File: src/rtl/scsi_rst_ctrl.sv
module scsi_rst_ctrl #(
  parameter int CLK_KHZ = 125000,
  parameter int MIN_US  = 25
) (
  input  logic clk,
  input  logic rst_n,
  input  logic rst_disable,
  input  logic cmd_wr,
  input  logic cmd_rst_bit,
  input  logic scsi_rst_in,
  input  logic irq_ack,
  output logic scsi_rst_drive,
  output logic cmd_abort,
  output logic bus_release,
  output logic reset_nmi
);

  localparam int MIN_CYC = (CLK_KHZ * MIN_US) / 1000 + 1;
  localparam int CW      = $clog2(MIN_CYC + 1);

  logic          host_bit;
  logic [CW-1:0] hold_cnt;
  logic [2:0]    sync_q;
  logic          ext_p1, ext_p2, ext_hold;
  logic          abort_q, nmi_q;

  wire host_set = cmd_wr & cmd_rst_bit & ~rst_disable;
  wire ext_edge = sync_q[1] & ~sync_q[2];
  wire ext_acc  = ext_edge & ~rst_disable & ~scsi_rst_drive;

  assign scsi_rst_drive = ~rst_disable & (host_bit | (hold_cnt != '0));
  assign bus_release    = ~rst_disable & (scsi_rst_drive | ext_hold);
  assign cmd_abort      = abort_q;
  assign reset_nmi      = nmi_q;

  always_ff @(posedge clk or negedge rst_n) begin
    if (!rst_n) begin
      host_bit <= 1'b0;
      hold_cnt <= '0;
    end else if (rst_disable) begin
      host_bit <= 1'b0;
      hold_cnt <= '0;
    end else begin
      if (cmd_wr) host_bit <= cmd_rst_bit;
      if (host_set)             hold_cnt <= CW'(MIN_CYC);
      else if (hold_cnt != '0)  hold_cnt <= hold_cnt - 1'b1;
    end
  end

  always_ff @(posedge clk or negedge rst_n) begin
    if (!rst_n) sync_q <= '0;
    else        sync_q <= {sync_q[1:0], scsi_rst_in};
  end

  always_ff @(posedge clk or negedge rst_n) begin
    if (!rst_n) begin
      abort_q  <= 1'b0;
      ext_p1   <= 1'b0;
      ext_p2   <= 1'b0;
      ext_hold <= 1'b0;
      nmi_q    <= 1'b0;
    end else begin
      abort_q  <= host_set | ext_acc;
      ext_p1   <= ext_acc;
      ext_p2   <= ext_p1 & ~rst_disable;
      ext_hold <= ~rst_disable & (ext_p1 | (ext_hold & sync_q[1]));
      nmi_q    <= (ext_p2 & ~rst_disable) | (nmi_q & ~irq_ack);
    end
  end

  // every new host drive is accompanied by the command abort
  p_drive_aborts_r2: assert property (@(posedge clk) disable iff (!rst_n)
    $rose(scsi_rst_drive) |-> cmd_abort);

  // other drivers released while RST is driven
  p_release_with_drive_r3: assert property (@(posedge clk) disable iff (!rst_n)
    scsi_rst_drive |-> bus_release);

  // interrupt only follows a cycle of released drivers
  p_nmi_after_release_r5: assert property (@(posedge clk) disable iff (!rst_n)
    $rose(reset_nmi) |-> $past(bus_release));

  // interrupt is sticky until acknowledged
  p_nmi_sticky_r7: assert property (@(posedge clk) disable iff (!rst_n)
    (reset_nmi && !irq_ack) |=> reset_nmi);

  // no new interrupt when the previous cycle was disabled
  p_disable_no_nmi_r8: assert property (@(posedge clk) disable iff (!rst_n)
    rst_disable |=> !$rose(reset_nmi));

  // own drive never produces an interrupt edge
  p_own_drive_no_nmi_r9: assert property (@(posedge clk) disable iff (!rst_n)
    ($past(scsi_rst_drive) && scsi_rst_drive && !ext_p2) |-> !$rose(reset_nmi));

endmodule

File: config.mk
export PLATFORM = sky130hd
export DESIGN_NAME = scsi_rst_ctrl
export DESIGN_NICKNAME = d
export VERILOG_FILES = /design/src/rtl/scsi_rst_ctrl.sv
export SDC_FILE = /design/constraint.sdc
export NUM_CORES = 1
export LEC_CHECK = 0
export BUFFER_PORTS_ARGS = -buffer_cell sky130_fd_sc_hd__buf_2
export CAP_MARGIN = 20
export CORE_ASPECT_RATIO = 1.4
export CORE_MARGIN = 2
export CORE_UTILIZATION = 45
export CTS_CLUSTER_SIZE = 28
export DETAILED_ROUTE_END_ITERATION = 10
export PLACE_DENSITY = 0.62
export SLEW_MARGIN = 20
export SYNTH_ARGS = -nofsm -noshare
export SYNTH_HDL_FRONTEND = slang
export SYNTH_SLANG_ARGS = --single-unit
File: constraint.sdc
create_clock -name clk -period 3 [get_ports clk]
set_input_delay 0.3 -clock clk [delete_from_list [all_inputs] [get_ports clk]]
set_output_delay 0.3 -clock clk [all_outputs]
set_load 0.005 [all_outputs]
; Word level (Yosys, flattened, before mapping)
; Cells that the tools add are included.
[word_totals]
ff_bits = 21
latchBits = 0
ram_bits = 0
rom_bits = 0
input_bits = 7
output_inout_bits = 4
elab_cells = 38
mem_count = 0
[op_classes]
add_sub_neg = 1
mul = 0
div = 0
magnitude_cmp = 0
eq_ne = 0
shifts = 0
n_mux = 5
n_bitwise = 21
reduce_logical = 3
[op_table]
columns = op, n
row1 = $mux 12, 3
row2 = $and 1x1->1, 12
row3 = $reduce_bool 12->1, 1
row4 = $sub 12x1->12 const B, 1
row5 = $or 1x1->1, 5
row6 = $not 1->1, 4
row7 = $reduce_bool 3->1, 1
row8 = $mux 1, 2
row9 = $reduce_bool 2->1, 1

; Depth between registers and ports, before layout
; Gate-level depths: netlist of the first run.
[logic_depth]
word_depth = 6
mapped_depth = 7
ltp_nobuf = 6

; Worst setup path after synthesis of the first run
; OpenSTA, ideal clock, no wires.
[synth_timing]
path_kind = register to register
from = register hold_cnt[0]
to = register abort_q (netlist: cmd_abort)
setup_ps = 74
t_arrival_ps = 2200
required_ps = 2926
setup_slack_ps = 726
stages_incl_launch_ff = 8
path_buffers = 1
period_less_slack_ps = 2274
cell_sequence = dfrtp_1 inv_1 ha_1 or3b_2 or3_1 buf_6 or4b_4 a21oi_2
[synth_via]
elab_chain_len = 6
[synth_lines]
columns = item, line
row1 = "start, declared", 22  ; logic [CW-1:0] hold_cnt;
row2 = "start signal, assigned", 45  ; if (host_set) hold_cnt <= CW'(MIN_CYC);
row3 = "start signal, assigned", 46  ; else if (hold_cnt != '0) hold_cnt <= hold_cnt - 1'b1;
row4 = $reduce_bool 12->1, 31  ; assign scsi_rst_drive = ~rst_disable & (host_bit | (hold_cnt != '0));
row5 = $or 1x1->1, 31
row6 = $and 1x1->1, 31
row7 = $not 1->1, 29  ; wire ext_acc = ext_edge & ~rst_disable & ~scsi_rst_drive;
row8 = $and 1x1->1, 29
row9 = $or 1x1->1, 63  ; abort_q <= host_set | ext_acc;
row10 = "end signal, assigned", 63
row11 = "end, declared", 25  ; logic abort_q, nmi_q;
; Every way passes these cells.
; A chain may end at the register's enable or synchronous reset.

; Worst setup path in the final report of the first run
[layout_timing]
from = register hold_cnt[0]
to = output port bus_release
[layout_via]
elab_chain_len = 5
[layout_lines]
columns = item, line
row1 = $reduce_bool 12->1, 31
row2 = $or 1x1->1, 31
row3 = $and 1x1->1, 31
row4 = $or 1x1->1, 32  ; assign bus_release = ~rst_disable & (scsi_rst_drive | ext_hold);
row5 = $and 1x1->1, 32
row6 = "end, declared", 14  ; output logic bus_release,
; Every way passes these cells.

==> impl_results.md, run 1 <==
- Status: completed
- Drt drc: 0
- Yosys warns: 0
- TritonCTS Sinks: 21
- Final cell count without fillers: 133
- Initial Util: between 40% and 50%
- Yosys cell types: 33
- Post-synthesis adder-cell area fraction: 2.50%
- TritonCTS clock tree: yes
- Die Ht: ~60 um
- CP Launch Type: flop
- Layout cell share with drive strength beyond 1: a little under a fifth
- Post-route cell area: between 1000 and 1500 sq um
- Most frequent cells in the layout: dfrtp_1 (21), nor2_1 (15), a21oi_1 (10), buf_2 (10), inv_1 (6)
- Setup Slack @ Placement: 0.612 ns
- Post-Route Utilization: 51.0%
- Worst skew pair latency: 0.31 ns
- Die width: around 44 um
- Power after layout: 0.838 mW
- TNS Setup: 0 ns
- Data arrival, critical path: 2.34 ns
- Worst-Margin Slew: roughly 0.56 ns
- CP max FO: 9
- Sequential element share of the synthesized area: 52.4%
- R2r setup slk: between 0.5 and 0.6 ns
- WL final: 1860 um
- Area leader, netlist: dfrtp_1
- CTS max path bufs: 2
- 1st-pass router iterations: 4
- Area contributors post-synth: dfrtp_1 (52%), nor2_1 (5.6%), a21oi_1 (5.0%)
- Final worst path period need: 2.64 ns
- # H-tree levels: 1
- Setup Skew: 0.00382 ns
- Cells after synthesis: 99
- Initial antenna violation count: 0
- Layout area overhead: 9.49%
- Pin count of the biggest net entering global routing: 22
- Maximum vdd drop: 0.347 mV
- First-pass GRT wire length: 3210 um
- Max Cap Viol: 0
- Clk Tree Root Cell: clkbuf_4
- Finish-stage setup viols: 0
- Maximum clock frequency: ~380 MHz
- Vias in the first global route: 756
- Synthesized Nets: 108
- Synth Area per Inst: 10.1 sq um
- DR vias: 758
- Critical path class: reg -> out
- Worst r2r src: hold_cnt[0]
- Final global-route overflow total: 0
- Lkg Pwr: roughly 0.51 nW
- Avg WL per Cell: 14.0 um
- Slew Limit Headroom: approximately 62%
- Antenna viol nets, final: 0
- DRT iter0 DRCs: 15
- Slew Viols, Final: 0
- Detailed Place HPWL: about 1300 um
- Post-CTS setup buffers: 0
- Area share of and/or/nand/nor cells after synthesis: 20.6%
- Synth Cell Area: 1000 sq um
- Flops & latches, synth: 21
- Hold_buf cts: 1
- Via/cell ratio: 5.70
- Synth Area in Compound Gates: 13.6%
- Overall global routing resource usage: between 15 and 20%
- Register Area: 526 sq um
- Clk slew on worst S/H paths: 0.11 ns
- Routability Congestion: 0.754
- CTS buffer count: 3
- Diodes inserted: 0
- Row count: 20
- Period utilization: 88.0%
- I/O pin total: 11
- Largest family of logic cells by synthesized area: simple AND/OR/NAND/NOR gates
- Commonest non-fill, non-tap cell in the layout: dfrtp_1
- Fillers: 209
- RSZ-0062 raised after global routing: false
- Reg2reg end: cmd_abort
- Die footprint: 2630 sq um
- Worst min-delay path category: in -> reg
- Fin worst setup slack: about 0.36 ns
- Critical Path Sink: bus_release
- Core box area: 2150 sq um
- Port buffer count: 10
- Mux cell area share after synthesis: 3.12%
- Area of the multi-input gates: 434 sq um
- Worst Setup End Kind: output pin
- Cell Area, Placed: 1060 sq um
- Critical Path RT: 2.70 ns
- Post_cts resized: 0
- Post-synthesis xor/xnor area fraction: 3.50%
- Power Density: 763 nW/um^2
- CP Launch Point: hold_cnt[0]
- Share of the synthesized area in the top cell type: approximately 52%
- Final net count: 121
- Final hold vios: 0
- WHS: 0.0880 ns
- Placed Cells: 128
- Reg2reg path depth: 6
==> layout make-up <==
type                       count  share of cell area, %
tap                           22                   2.51
clock buffer                   3                   2.05
inverter                       6                   2.05
sequential                    21                   47.9
multi-input combinational     69                   39.6
timing repair buffer          11                   5.47
clock inverter                 1                  0.456
==> flip-flops by register name (all words and copies together), names as in the netlist <==
name / flops
hold_cnt: 12
sync_q: 3
cmd_abort: 1
ext_hold: 1
ext_p1: 1
ext_p2: 1
host_bit: 1
reset_nmi: 1
==> kinds of logic after synthesis <==
kind of cell    Yosys count
mux                       3
simple gates             38
xor+xnor                  4
fa+ha+maj                 2
flops                    21
buf+inv                   9
compound gates           22
==> synth_stat cells <==
master / number
or3_1: 2
nand2_1: 4
xor2_1: 3
nor4_1: 2
mux2i_1: 2
dfrtp_1: 21
clkbuf_1: 1
buf_6: 1
or3b_2: 1
or2_2: 1
o211ai_1: 1
nand2b_1: 2
a31oi_1: 2
or4_1: 3
nand4b_1: 1
nor2_1: 15
ha_1: 2
a21oi_2: 1
o21ai_0: 4
a21oi_1: 10
xnor2_1: 1
or4b_4: 1
or4_2: 1
o22ai_1: 1
nor3b_1: 1
nor3_1: 3
mux2_2: 1
nor2b_1: 1
o41a_1: 1
o2111ai_1: 1
a41o_2: 1
inv_1: 6
buf_2: 1
==> worst min-delay path by stage <==
stage                start           to  cells after the start
6_report       scsi_rst_in    sync_q[0]                      1
5_1_grt        scsi_rst_in    sync_q[0]                      1
4_1_cts        scsi_rst_in    sync_q[0]                      1
3_5_place_dp         rst_n  hold_cnt[7]                      1
3_3_place_gp         rst_n  hold_cnt[7]                      1
2_1_floorplan        rst_n    cmd_abort                      0
==> critical path, cell delays in order (launching register included) <==
cell and delay (ns):
dfrtp_1 0.39, inv_1 0.10, ha_1 0.19, or3b_2 0.50
or3_1 0.48, nor3_1 0.19, nor2_1 0.05, buf_2 0.13
==> layer usage <==
layer	wire [um]	global-route usage [%]	vias to the layer above	share of wire, %
met5	0	0	-	0
met4	70	14.3	0	3.8
met3	54	2.11	8	2.9
li1	-	-	379	-
met1	784	20.8	357	42
met2	949	26.7	14	51
==> report_power, final <==
part	switching (mW)	internal [mW]
registers	0.0458	0.331
logic	0.181	0.142
clock network	0.0878	0.0499
No activity file was read; power rests on OpenSTA's default activity.
==> run 2, diff against run 1 <==
REMOVE_ABC_BUFFERS = 1   (was not set)
==> impl_results.md, run 2 (synthesis results as in run 1) <==
- Vias in the first global route: 747
- Maximum vdd drop: roughly 0.43 mV
- Placed Cells: 128
- Data arrival, critical path: approximately 2.4 ns
- Drt drc: 0
- Power after layout: 0.842 mW
- Antenna viol nets, final: 0
- Critical Path RT: roughly 2.7 ns
- Final net count: 121
- Initial Util: 46.6%
- Finish-stage setup viols: 0
- Largest register FFs: 12
- Routability Congestion: around 0.78
- RSZ-0062 raised after global routing: false
- Worst skew pair latency: slightly above 0.3 ns
- WL final: 1880 um
- CTS buffer count: 3
- WHS: 0.0836 ns
- Maximum clock frequency: 377 MHz
- DRT iter0 DRCs: 38
- Period utilization: 88.4%
- Layout cell share with drive strength beyond 1: between 10% and 20%
- Post-CTS setup buffers: 0
- Die footprint: 2630 sq um
- Overall global routing resource usage: 17.5%
- First-pass GRT wire length: 3330 um
- CP Launch Type: flop
- Detailed Place HPWL: 1340 um
- Initial antenna violation count: 0
- Power Density: 769 nW/um^2
- TritonCTS clock tree: yes
- Final hold vios: 0
- DR vias: 756
- Setup Skew: a little under 0.01 ns
- Status: completed
- Die Ht: 59.8 um
- Layout area overhead: 9.36%
- TNS Setup: 0 ns
- Lkg Pwr: 0.512 nW
- Worst-Margin Slew: roughly 0.48 ns
- Most frequent cells in the layout: dfrtp_1 (21), nor2_1 (15), a21oi_1 (10), buf_2 (10), inv_1 (6)
- CP max FO: 9
- Row count: 20
- CTS max path bufs: 2
- Die width: 43.9 um
- TritonCTS Sinks: 21
- Fillers: 193
- 1st-pass router iterations: 4
- Pin count of the biggest net entering global routing: 22
- Post_cts resized: 0
- Final cell count without fillers: 133
- Worst Setup End Kind: output pin
- Clk slew on worst S/H paths: about 0.12 ns
- Critical path class: reg -> out
- Max Cap Viol: 0
- Avg WL per Cell: 14.1 um
- Clk Tree Root Cell: clkbuf_4
- Port buffer count: 10
- Slew Viols, Final: 0
- Final worst path period need: 2.65 ns
- Via/cell ratio: approximately 5.7
- Slew Limit Headroom: 67.4%
- Top Registers: hold_cnt (12), sync_q (3)
- Core box area: 2150 sq um
- Worst min-delay path category: in -> reg
- Final global-route overflow total: 0
- I/O pin total: 11
- # H-tree levels: 1
- Reg with most FFs: hold_cnt
- Diodes inserted: 0
- Commonest non-fill, non-tap cell in the layout: dfrtp_1
run 2: cell count changes in the layout (fill, tap and decap cells not counted), sizes merged:
cell and delta:
clkbuf +1, clkinv -1
run 2: cell type report:
cell class / instances / area, sq um / area share (%)
clock buffer: 4 / 26.3 / 2.40
inverter: 6 / 22.5 / 2.05
multi-input combinational: 69 / 434 / 39.6
sequential: 21 / 526 / 47.9
tap: 22 / 27.5 / 2.51
timing repair buffer: 11 / 60.1 / 5.48
run 2: path summary, 6_finish.rpt:
path                            slack (ns)           to  cells after the start         from
worst min register to register        0.38    sync_q[1]                      0    sync_q[0]
worst min-delay path                  0.08    sync_q[0]                      1  scsi_rst_in
worst max register to register        0.57    cmd_abort                      6  hold_cnt[0]
min in group asynchronous             0.45  hold_cnt[9]                      2        rst_n
max in group asynchronous             2.23  hold_cnt[3]                      2        rst_n
worst max-delay path                  0.35  bus_release                      7  hold_cnt[0]
run 2: critical path, stage by stage (launching register included):
cell,delay [ns]
dfrtp_1,0.40
inv_1,0.11
ha_1,0.19
or3b_2,0.50
or3_1,0.47
nor3_1,0.18
nor2_1,0.05
buf_2,0.13
run 2: what timing repair did:
item | 4_1_cts | 5_1_grt
hold buffers | 1 | 0
setup endpoints to repair | 0 | 0
hold endpoints to repair | 21 | 0
run 2: power breakdown:
group	switching [mW]	internal (mW)	total, mW
clock	0.0878	0.0520	0.140
sequential	0.0471	0.331	0.378
combinational	0.182	0.143	0.324
total	0.317	0.526	0.842
run 2: through the flow:
step / area, sq um / utilization [%] / worst slack [ns]
floorplan: 982 / - / 0.729
global placement: 1060 / 49.2 / 0.644
detailed placement: 1060 / 49.2 / 0.601
CTS: 1100 / 50.9 / 0.333
global route: 1100 / 50.9 / 0.205
finish: 1100 / 50.9 / 0.349
run 2: routing by layer:
| metal | vias up | GRT usage (%) | share of wire, % |
|---|---|---|---|
| met3 | 5 | 1.81 | 4.3 |
| met2 | 23 | 27.5 | 48 |
| met5 | - | 0 | 0 |
| met4 | 0 | 9.09 | 2.5 |
| met1 | 353 | 23.6 | 45 |
| li1 | 375 | - | - |
